**config.mk**
```make
export PLATFORM = sky130hd
export DESIGN_NAME = adc_chan_seq
export DESIGN_NICKNAME = d
export VERILOG_FILES = /design/src/rtl/adc_seq_pkg.sv /design/src/rtl/adc_seq_cfg.sv /design/src/rtl/adc_seq_mux.sv /design/src/rtl/adc_seq_ctrl.sv /design/src/rtl/adc_chan_seq.sv
export SDC_FILE = /design/constraint.sdc
export NUM_CORES = 1
export LEC_CHECK = 0
export ABC_AREA = 1
export BUFFER_PORTS_ARGS = -buffer_cell sky130_fd_sc_hd__buf_2
export CORE_ASPECT_RATIO = 0.5
export CORE_UTILIZATION = 49
export DETAILED_ROUTE_END_ITERATION = 16
export PLACE_DENSITY = 0.78
export REMOVE_ABC_BUFFERS = 1
export SYNTH_ARGS = -nofsm -noshare
export SYNTH_HDL_FRONTEND = slang
export SYNTH_HIERARCHICAL = 1
export SYNTH_SLANG_ARGS = --single-unit
```
**constraint.sdc**
```tcl
create_clock -name clk -period 1.7 [get_ports clk]
set_clock_uncertainty 0.05 [all_clocks]
set_input_delay 0.255 -clock clk [delete_from_list [all_inputs] [get_ports clk]]
set_output_delay 0.255 -clock clk [all_outputs]
set_load 0.02 [all_outputs]
```
**src/rtl/adc_seq_pkg.sv**
```systemverilog
package adc_seq_pkg;

  typedef enum logic [1:0] {
    ST_IDLE  = 2'd0,
    ST_SETUP = 2'd1,
    ST_CONV  = 2'd2
  } seq_state_e;

endpackage

```
**src/rtl/adc_seq_cfg.sv**
```systemverilog
// Configuration holding register with range normalisation.
module adc_seq_cfg #(
  parameter int SEL_W = 3,
  localparam int CH_W = SEL_W + 1
) (
  input  logic            clk,
  input  logic            rst,
  input  logic            we,
  input  logic [CH_W-1:0] first_in,
  input  logic [CH_W-1:0] last_in,
  input  logic            diff_in,
  input  logic            scan_in,
  output logic [CH_W-1:0] first_nxt,
  output logic [CH_W-1:0] first_q,
  output logic [CH_W-1:0] last_q,
  output logic            diff_q,
  output logic            scan_q
);

  logic [CH_W-1:0] last_eff;
  logic [CH_W-1:0] last_nxt;

  // Differential numbering only uses the low select bits.
  always_comb begin
    if (diff_in) begin
      first_nxt = {1'b0, first_in[SEL_W-1:0]};
      last_eff  = {1'b0, last_in[SEL_W-1:0]};
    end else begin
      first_nxt = first_in;
      last_eff  = last_in;
    end
    last_nxt = (last_eff < first_nxt) ? first_nxt : last_eff;
  end

  always_ff @(posedge clk) begin
    if (rst) begin
      first_q <= '0;
      last_q  <= '0;
      diff_q  <= 1'b0;
      scan_q  <= 1'b0;
    end else if (we) begin
      first_q <= first_nxt;
      last_q  <= last_nxt;
      diff_q  <= diff_in;
      scan_q  <= scan_in;
    end
  end

  AST_RANGE_ORDERED: assert property (@(posedge clk) disable iff (rst)
    last_q >= first_q);
  AST_DIFF_FOLDED: assert property (@(posedge clk) disable iff (rst)
    diff_q |-> (!first_q[CH_W-1] && !last_q[CH_W-1]));

endmodule

```
**src/rtl/adc_seq_mux.sv**
```systemverilog
// Registered logical-channel to multiplexer line decode.
module adc_seq_mux #(
  parameter int SEL_W = 3,
  localparam int CH_W = SEL_W + 1
) (
  input  logic             clk,
  input  logic             rst,
  input  logic             ld,
  input  logic [CH_W-1:0]  chan,
  input  logic             diff,
  output logic             a_en,
  output logic [SEL_W-1:0] a_sel,
  output logic             b_en,
  output logic [SEL_W-1:0] b_sel
);

  always_ff @(posedge clk) begin
    if (rst) begin
      a_en  <= 1'b1;
      a_sel <= '0;
      b_en  <= 1'b0;
      b_sel <= '0;
    end else if (ld) begin
      if (diff) begin
        a_en  <= 1'b1;
        b_en  <= 1'b1;
        a_sel <= chan[SEL_W-1:0];
        b_sel <= chan[SEL_W-1:0];
      end else if (chan[CH_W-1]) begin
        a_en  <= 1'b0;
        a_sel <= '0;
        b_en  <= 1'b1;
        b_sel <= chan[SEL_W-1:0];
      end else begin
        a_en  <= 1'b1;
        a_sel <= chan[SEL_W-1:0];
        b_en  <= 1'b0;
        b_sel <= '0;
      end
    end
  end

  AST_SE_ONE_MUX: assert property (@(posedge clk) disable iff (rst)
    (ld && !diff) |=> (a_en != b_en));
  AST_DIFF_PAIR: assert property (@(posedge clk) disable iff (rst)
    (ld && diff) |=> (a_en && b_en && (a_sel == b_sel)));

endmodule

```
**src/rtl/adc_seq_ctrl.sv**
```systemverilog
// Sequencing FSM: trigger acceptance, converter handshake, result tagging.
module adc_seq_ctrl
  import adc_seq_pkg::*;
#(
  parameter int SEL_W  = 3,
  parameter int DATA_W = 12,
  localparam int CH_W  = SEL_W + 1
) (
  input  logic              clk,
  input  logic              rst,
  input  logic              cfg_load,
  input  logic [CH_W-1:0]   first_nxt,
  input  logic [CH_W-1:0]   first_q,
  input  logic [CH_W-1:0]   last_q,
  input  logic              scan_q,
  input  logic              trig,
  input  logic              ovr_clr,
  input  logic              adc_busy,
  input  logic              adc_done,
  input  logic [DATA_W-1:0] adc_data,
  output logic              cfg_we,
  output logic              mux_ld,
  output logic [CH_W-1:0]   mux_chan,
  output logic              adc_start,
  output logic              res_valid,
  output logic [DATA_W-1:0] res_data,
  output logic [CH_W-1:0]   res_chan,
  output logic              scan_done,
  output logic              ovr_flag
);

  seq_state_e      state;
  logic [CH_W-1:0] ptr;
  logic [CH_W-1:0] cur;
  logic            idle;
  logic            accept;
  logic            more;

  assign idle     = (state == ST_IDLE);
  assign cfg_we   = cfg_load && idle;
  assign accept   = trig && idle && !cfg_load;
  assign more     = scan_q && (cur != last_q);
  assign mux_ld   = accept || ((state == ST_CONV) && adc_done && more);
  assign mux_chan = idle ? ptr : cur + 1'b1;

  always_ff @(posedge clk) begin
    if (rst) begin
      state     <= ST_IDLE;
      ptr       <= '0;
      cur       <= '0;
      adc_start <= 1'b0;
      res_valid <= 1'b0;
      res_data  <= '0;
      res_chan  <= '0;
      scan_done <= 1'b0;
      ovr_flag  <= 1'b0;
    end else begin
      adc_start <= 1'b0;
      res_valid <= 1'b0;
      scan_done <= 1'b0;

      if (trig && !idle) ovr_flag <= 1'b1;
      else if (ovr_clr)  ovr_flag <= 1'b0;

      unique case (state)
        ST_IDLE: begin
          if (accept) begin
            cur   <= ptr;
            state <= ST_SETUP;
          end
        end
        ST_SETUP: begin
          if (!adc_busy) begin
            adc_start <= 1'b1;
            state     <= ST_CONV;
          end
        end
        ST_CONV: begin
          if (adc_done) begin
            res_valid <= 1'b1;
            res_data  <= adc_data;
            res_chan  <= cur;
            if (more) begin
              cur   <= cur + 1'b1;
              state <= ST_SETUP;
            end else begin
              state <= ST_IDLE;
              if (scan_q) begin
                scan_done <= 1'b1;
                ptr       <= first_q;
              end else begin
                ptr <= (cur == last_q) ? first_q : cur + 1'b1;
              end
            end
          end
        end
        default: state <= ST_IDLE;
      endcase

      if (cfg_we) ptr <= first_nxt;
    end
  end

  AST_START_ONE_CYCLE: assert property (@(posedge clk) disable iff (rst)
    adc_start |=> !adc_start);
  AST_START_NOT_BUSY: assert property (@(posedge clk) disable iff (rst)
    adc_start |-> !$past(adc_busy));
  AST_RESULT_AFTER_DONE: assert property (@(posedge clk) disable iff (rst)
    res_valid |-> $past(adc_done));
  AST_OVR_SET: assert property (@(posedge clk) disable iff (rst)
    (trig && !idle) |=> ovr_flag);
  AST_OVR_STICKY: assert property (@(posedge clk) disable iff (rst)
    (ovr_flag && !ovr_clr) |=> ovr_flag);

endmodule

```
**src/rtl/adc_chan_seq.sv**
```systemverilog
// Top level: channel sequencer for a converter behind two analog muxes.
module adc_chan_seq #(
  parameter int DATA_W    = 12,
  parameter int MUX_DEPTH = 8,
  localparam int SEL_W    = $clog2(MUX_DEPTH),
  localparam int CH_W     = SEL_W + 1
) (
  input  logic              clk,
  input  logic              rst,
  input  logic              cfg_load,
  input  logic [CH_W-1:0]   cfg_first,
  input  logic [CH_W-1:0]   cfg_last,
  input  logic              cfg_diff,
  input  logic              cfg_scan,
  input  logic              trig,
  input  logic              ovr_clr,
  output logic              adc_start,
  input  logic              adc_busy,
  input  logic              adc_done,
  input  logic [DATA_W-1:0] adc_data,
  output logic              mux_a_en,
  output logic [SEL_W-1:0]  mux_a_sel,
  output logic              mux_b_en,
  output logic [SEL_W-1:0]  mux_b_sel,
  output logic              res_valid,
  output logic [DATA_W-1:0] res_data,
  output logic [CH_W-1:0]   res_chan,
  output logic              scan_done,
  output logic              ovr_flag
);

  logic            cfg_we;
  logic [CH_W-1:0] first_nxt;
  logic [CH_W-1:0] first_q;
  logic [CH_W-1:0] last_q;
  logic            diff_q;
  logic            scan_q;
  logic            mux_ld;
  logic [CH_W-1:0] mux_chan;

  adc_seq_cfg #(.SEL_W(SEL_W)) u_cfg (
    .clk      (clk),
    .rst      (rst),
    .we       (cfg_we),
    .first_in (cfg_first),
    .last_in  (cfg_last),
    .diff_in  (cfg_diff),
    .scan_in  (cfg_scan),
    .first_nxt(first_nxt),
    .first_q  (first_q),
    .last_q   (last_q),
    .diff_q   (diff_q),
    .scan_q   (scan_q)
  );

  adc_seq_ctrl #(.SEL_W(SEL_W), .DATA_W(DATA_W)) u_ctrl (
    .clk      (clk),
    .rst      (rst),
    .cfg_load (cfg_load),
    .first_nxt(first_nxt),
    .first_q  (first_q),
    .last_q   (last_q),
    .scan_q   (scan_q),
    .trig     (trig),
    .ovr_clr  (ovr_clr),
    .adc_busy (adc_busy),
    .adc_done (adc_done),
    .adc_data (adc_data),
    .cfg_we   (cfg_we),
    .mux_ld   (mux_ld),
    .mux_chan (mux_chan),
    .adc_start(adc_start),
    .res_valid(res_valid),
    .res_data (res_data),
    .res_chan (res_chan),
    .scan_done(scan_done),
    .ovr_flag (ovr_flag)
  );

  adc_seq_mux #(.SEL_W(SEL_W)) u_mux (
    .clk  (clk),
    .rst  (rst),
    .ld   (mux_ld),
    .chan (mux_chan),
    .diff (diff_q),
    .a_en (mux_a_en),
    .a_sel(mux_a_sel),
    .b_en (mux_b_en),
    .b_sel(mux_b_sel)
  );

  AST_TAG_IN_RANGE: assert property (@(posedge clk) disable iff (rst)
    res_valid |-> ((res_chan >= first_q) && (res_chan <= last_q)));
  AST_DIFF_TAG_TOP: assert property (@(posedge clk) disable iff (rst)
    (res_valid && diff_q) |-> !res_chan[CH_W-1]);
  AST_SCAN_DONE_LAST: assert property (@(posedge clk) disable iff (rst)
    scan_done |-> (res_valid && scan_q && (res_chan == last_q)));

endmodule

```
After elaboration in Yosys (flattened, before gate mapping):

Index checks and enable logic that the tools add are counted.

* add/subtract/negate cells: 1
* multipliers: 0
* divide/modulo/power cells: 0
* order comparisons: 1
* eq/ne operators: 9
* shifts and indexed selects: 0
* muxes and demuxes: 32
* bitwise logic cells: 3
* reduce and logical (&&, ||, !) cells: 22

Operator list (count)
* 2-to-1 mux 4 bit: 13
* 2-to-1 mux 3 bit: 4
* 2-to-1 mux 1 bit: 10
* inequality test 2 bit, second input constant: 4
* one-hot mux 4 bit (2 select lines): 1
* nonzero test 2 bit: 4
* logical AND 1 bit: 7
* 2-to-1 mux 2 bit: 3
* one-hot mux 2 bit (3 select lines): 1
* AND reduction 3 bit: 2
* adder 4 x 1 -> 4 bit, second input constant: 1
* equality test 4 bit: 1
* < comparator 4 bit: 1
* inequality test 4 bit: 1
* AND reduction 4 bit: 1
* OR reduction 2 bit: 2
* OR reduction 4 bit: 1
* NOT 1 bit: 3
* equality test 2 x 1 -> 1 bit, second input constant: 1
* equality test 2 bit, second input constant: 1
* logical NOT 1 bit: 2
* logical NOT 2 bit: 1
* inequality test 2 x 1 -> 1 bit, second input constant: 1
* AND reduction 2 bit: 1
* logical OR 1 bit: 1

* register bits: 48
* bits in latches: 0
* bits in writable memories: 0
* ROM bits: 0
* bits of input ports: 29
* output and inout bits: 28
* word-level logic and storage cells: 85
* memories: 0

Logic depth before layout (Yosys ltp):

* word-level depth: 7
* mapped depth: 12
* gate-level depth less buffers: 12

Cells and area by module:

Netlist, hierarchy kept.

Modules (own cells, without submodules)
* adc_seq_ctrl: times used 1, cells an instance 208, area each 1497.7 um^2, seq. area each 600.6 um^2
* adc_seq_cfg: times used 1, cells an instance 75, area each 543.0 um^2, seq. area each 200.2 um^2
* adc_seq_mux: times used 1, cells an instance 39, area each 357.8 um^2, seq. area each 160.2 um^2

Worst setup path before layout:

Ideal clock, no wire load.

* kind: register to register
* from: register u_ctrl.cur[0]
* to: register u_mux.a_sel[0]
* setup time: 0.066 ns
* data arrival time: 1.310 ns
* data required time: 1.584 ns
* setup slack: 0.274 ns
* cell stages (with the launch flop): 12
* path buffers: 1
* clock period less this slack: 1.426 ns
* path through: dfxtp_1 -> inv_2 -> nand2_2 -> nand2_2 -> nor2_4 -> nand2_4 -> nand3_4 -> nand2_4 -> buf_6 -> inv_8 -> nand2_2 -> a21oi_2

* longest elaborated chain between the ends: 4
* elaborated cells between the ends (all ways): 8
* classes of those cells: 1 x add/sub; 1 x eq/ne; 3 x mux; 3 x reduce/logical

Ends and longest elaborated chain
* start: declaration: RTL line adc_seq_ctrl.sv:34 `logic [CH_W-1:0] cur;`
* start signal: assignment: RTL line adc_seq_ctrl.sv:68 `cur <= ptr;`
* start signal: assignment: RTL line adc_seq_ctrl.sv:84 `cur <= cur + 1'b1;`
* inequality test 4 bit: RTL line adc_seq_ctrl.sv:42 `assign more = scan_q && (cur != last_q);`
* logical AND 1 bit: RTL line adc_seq_ctrl.sv:42
* logical AND 1 bit: RTL line adc_seq_ctrl.sv:43 `assign mux_ld = accept || ((state == ST_CONV) && adc_done && more);`
* logical OR 1 bit: RTL line adc_seq_ctrl.sv:43
* net mux_ld: RTL line adc_chan_seq.sv:38 `logic mux_ld;`
* end signal: assignment: RTL line adc_seq_mux.sv:27 `a_sel <= chan[SEL_W-1:0];`
* end signal: assignment: RTL line adc_seq_mux.sv:36 `a_sel <= chan[SEL_W-1:0];`
* end: declaration: RTL line adc_seq_mux.sv:12 `output logic [SEL_W-1:0] a_sel,`

The timed path passes the listed nets, and every way through them passes these cells.
A chain may end at the register's enable or synchronous reset.

Final worst setup path:

* from: register u_ctrl.cur[1]
* to: register u_mux.b_sel[2]

* longest elaborated chain between the ends: 4
* elaborated cells between the ends (all ways): 8
* classes of those cells: 1 x add/sub; 1 x eq/ne; 3 x mux; 3 x reduce/logical

Ends and longest elaborated chain
* inequality test 4 bit: RTL line adc_seq_ctrl.sv:42
* logical AND 1 bit: RTL line adc_seq_ctrl.sv:42
* logical AND 1 bit: RTL line adc_seq_ctrl.sv:43
* logical OR 1 bit: RTL line adc_seq_ctrl.sv:43
* net mux_ld: RTL line adc_chan_seq.sv:38
* end signal: assignment: RTL line adc_seq_mux.sv:28 `b_sel <= chan[SEL_W-1:0];`
* end signal: assignment: RTL line adc_seq_mux.sv:33 `b_sel <= chan[SEL_W-1:0];`
* end: declaration: RTL line adc_seq_mux.sv:14 `output logic [SEL_W-1:0] b_sel`

The timed path passes the listed nets, and every way through them passes these cells.

==> results.toml <==
[status]
status = "finished, final reports clean"

[drt]
vias_per_cell = 4.81
dr.pass1.iters = 4
drc = 0
wire_per_inst_um = 11.4
antenna_left = 0
wl_um = 5050
first_iter_violations = 100
vias = 2128

[layout]
area_growth_pct = 15.9
fillers = 435
final_area_um2 = 2780
nets = 410
stdcell_count = 442
final_layout_size_suffix_gt1_frac = 0.298
n_antenna_cell = 0

[yosys]
synth_ff_type = "dfxtp_1"
synthXorXnorAreaFrac = 0.00730
synth.cells.most_frequent = "nand2_1, dfxtp_1, inv_1"
async_flop_share = 0
yosysSeqAreaShare = 0.401
yosys_warnings = 6
synth_area_per_cell_um2 = 7.45
synth_area_leader_cell = "dfxtp_1"
synthSimpleGateAreaFrac = 0.309
yosys.area.top_type_share = 0.401
synth_adder_area_share = 0.0261
syn_area_um2 = 2400
synth_top_family_by_area = "simple AND/OR/NAND/NOR gates"
netlist_instances = 322
synth-compound-area-share = 0.148
yosysMostFrequentCell = "nand2_1"
synth_cell_types = 33
synth-edff-count = 0
muxShareOfSynthArea = 0
synth.area.top_cells = "dfxtp_1, nand2_1, a21oi_1"
ys_ff_latch = 48

[clock_network]
clkLatencyLatePin_ps = 300
cts_buffer_depth = 2
htreeDepth = 2
clock_sinks = 48
cts-root-buf = "clkbuf_8"
cts_buffers = 5
hold_buffers = 0
cts_tree = "yes"
path_clk_slew_ps = 90

[sta]
fmax_mhz = 646
rsz0062_at_grt = "no"
final_hold_viol_count = 0
period_share = 0.910
tns_ps = 0
worst_slew_pin_slew_ps = 376
hold_ws_ps = 93.9
slew_headroom = 0.750
slew_violations = 0
finalCriticalPeriod_ps = 1550
finalSetupViolations = 0

[setup_path]
cp.required_ps = 1880
crit_path_start_kind = "flop"
worstSetupEndpointType = "flop"
cp.arrival_ps = 1720
cp_max_fo = 15
critPathKind = "reg -> reg"

[global_route]
gr-total-overflow = 0
grt_pass1_vias = 1838
grt_max_degree = 24
grt_usage = 0.205
grt_pass1_wl_um = 8200
antenna_found_initial = 0

[job]
maxCapViolations = 0

[placement]
place_congestion = 0.809
portBuffers = 56
postPlaceCellArea_um2 = 2700
dp_cells = 435
place_hpwl_um = 3900

[die]
rows = 17
coreArea_um2 = 4550
start_util = 0.527
die-area_um2 = 5200
die_height_um = 51.5
die_w_um = 101
io_pins = 57

[power]
ir_drop_mv = 0.370
p_leak_nw = 1.30
power.density_nw_per_um2 = 822
fin_total_pwr_w = 0.00228

[min_path]
hold_class = "in -> reg"
[where the power goes]
group	internal [W]	switching [W]
logic	0.000161	0.000274
clock network	0.000280	0.000350
registers	0.00117	0.0000449
total	0.00162	0.000669
[logic make-up (layout without fill, tap and decap cells)]
family,after synthesis,count (layout)
adders and majority gates,5,5
and+or+nand+nor,152,152
xor gates and xnor gates,2,2
DFF,48,48
buffers and inverters,54,108
AOI/OAI and AO/OA,61,61
[routing by layer]
metal	wire (um)	vias to the layer above	global-route usage
li1	-	1125	-
met2	2300	55	0.355
met3	270	2	0.0438
met1	2470	946	0.263
met4	9	0	0.0507
met5	0	-	0
[per-stage QoR]
stage / util / worst slack [ps]
6_report: 0.611 / 152
5_1_grt: 0.611 / 43.9
4_1_cts: 0.610 / 103
3_5_place_dp: 0.593 / 94.0
3_3_place_gp: 0.593 / 156
2_1_floorplan: - / 257
[critical path, cell delays in order, from the launching register on]
cell     delay [ps]
dfxtp_1         430
inv_1            80
nand2_1          70
nand2_2          60
nor2_4          120
nand2_4         110
nand3_4         100
nand2_4         140
inv_8           120
nand2_2          50
a21oi_2         130
[worst paths after layout]
| kind | from | end | slack [ps] | depth (start not counted) |
|---|---|---|---|---|
| worst max-delay path | u_ctrl/cur[1] | u_mux/b_sel[2] | 150 | 10 |
| worst min-delay path | adc_busy | u_ctrl/adc_start | 90 | 2 |
| worst max register to register | u_ctrl/cur[1] | u_mux/b_sel[2] | 150 | 10 |
| worst min register to register | u_ctrl/res_data[2] | u_ctrl/res_data[2] | 410 | 2 |
[registers in the layout (all words and copies together) (netlist names), 2 cells and up]
name,cells
u_cfg/first_q,4
u_cfg/last_q,4
u_ctrl/cur,4
u_ctrl/ptr,4
u_ctrl/res_chan,4
u_ctrl/res_data,12
u_ctrl/state,2
u_mux/a_sel,3
u_mux/b_sel,3
[timing repair]
item / CTS / global route
setup endpoints to repair: 0 / 4
buffers inserted: 0 / 0
resized for setup: 0 / 1
[final cells by class]
| class | count | area, um2 | area share |
|---|---|---|---|
| sequential | 48 | 962 | 0.346 |
| inverter | 42 | 178 | 0.0639 |
| multi-input combinational | 220 | 1180 | 0.423 |
| timing repair buffer | 59 | 303 | 0.109 |
| clock inverter | 1 | 5.00 | 0.00180 |
| tap | 66 | 82.6 | 0.0297 |
| clock buffer | 6 | 72.6 | 0.0261 |
[cells in the final DEF, fill, tap and decap left out]
cell and instances:
inv_2 6, nor4_1 1, buf_2 56, nand3_1 25, nand2_1 74, clkinv_1 2, clkbuf_8 5, nand2_4 6
buf_4 3, o21ai_0 18, xor2_1 1, a21oi_4 1, o21bai_1 1, inv_1 32, o21ai_1 3, clkbuf_1 1
dfxtp_2 1, o211ai_1 1, nand3b_1 1, dfxtp_1 47, clkinv_2 1, nor2_4 4, ha_1 5, nor2_1 22
clkinv_8 1, nor3_1 1, xnor2_1 1, nand3_4 1, or2_2 1, inv_8 1, a21oi_1 28, nor2_2 1
nand2_2 15, a21oi_2 9
Note: power is estimated with default switching activity, not from simulation.
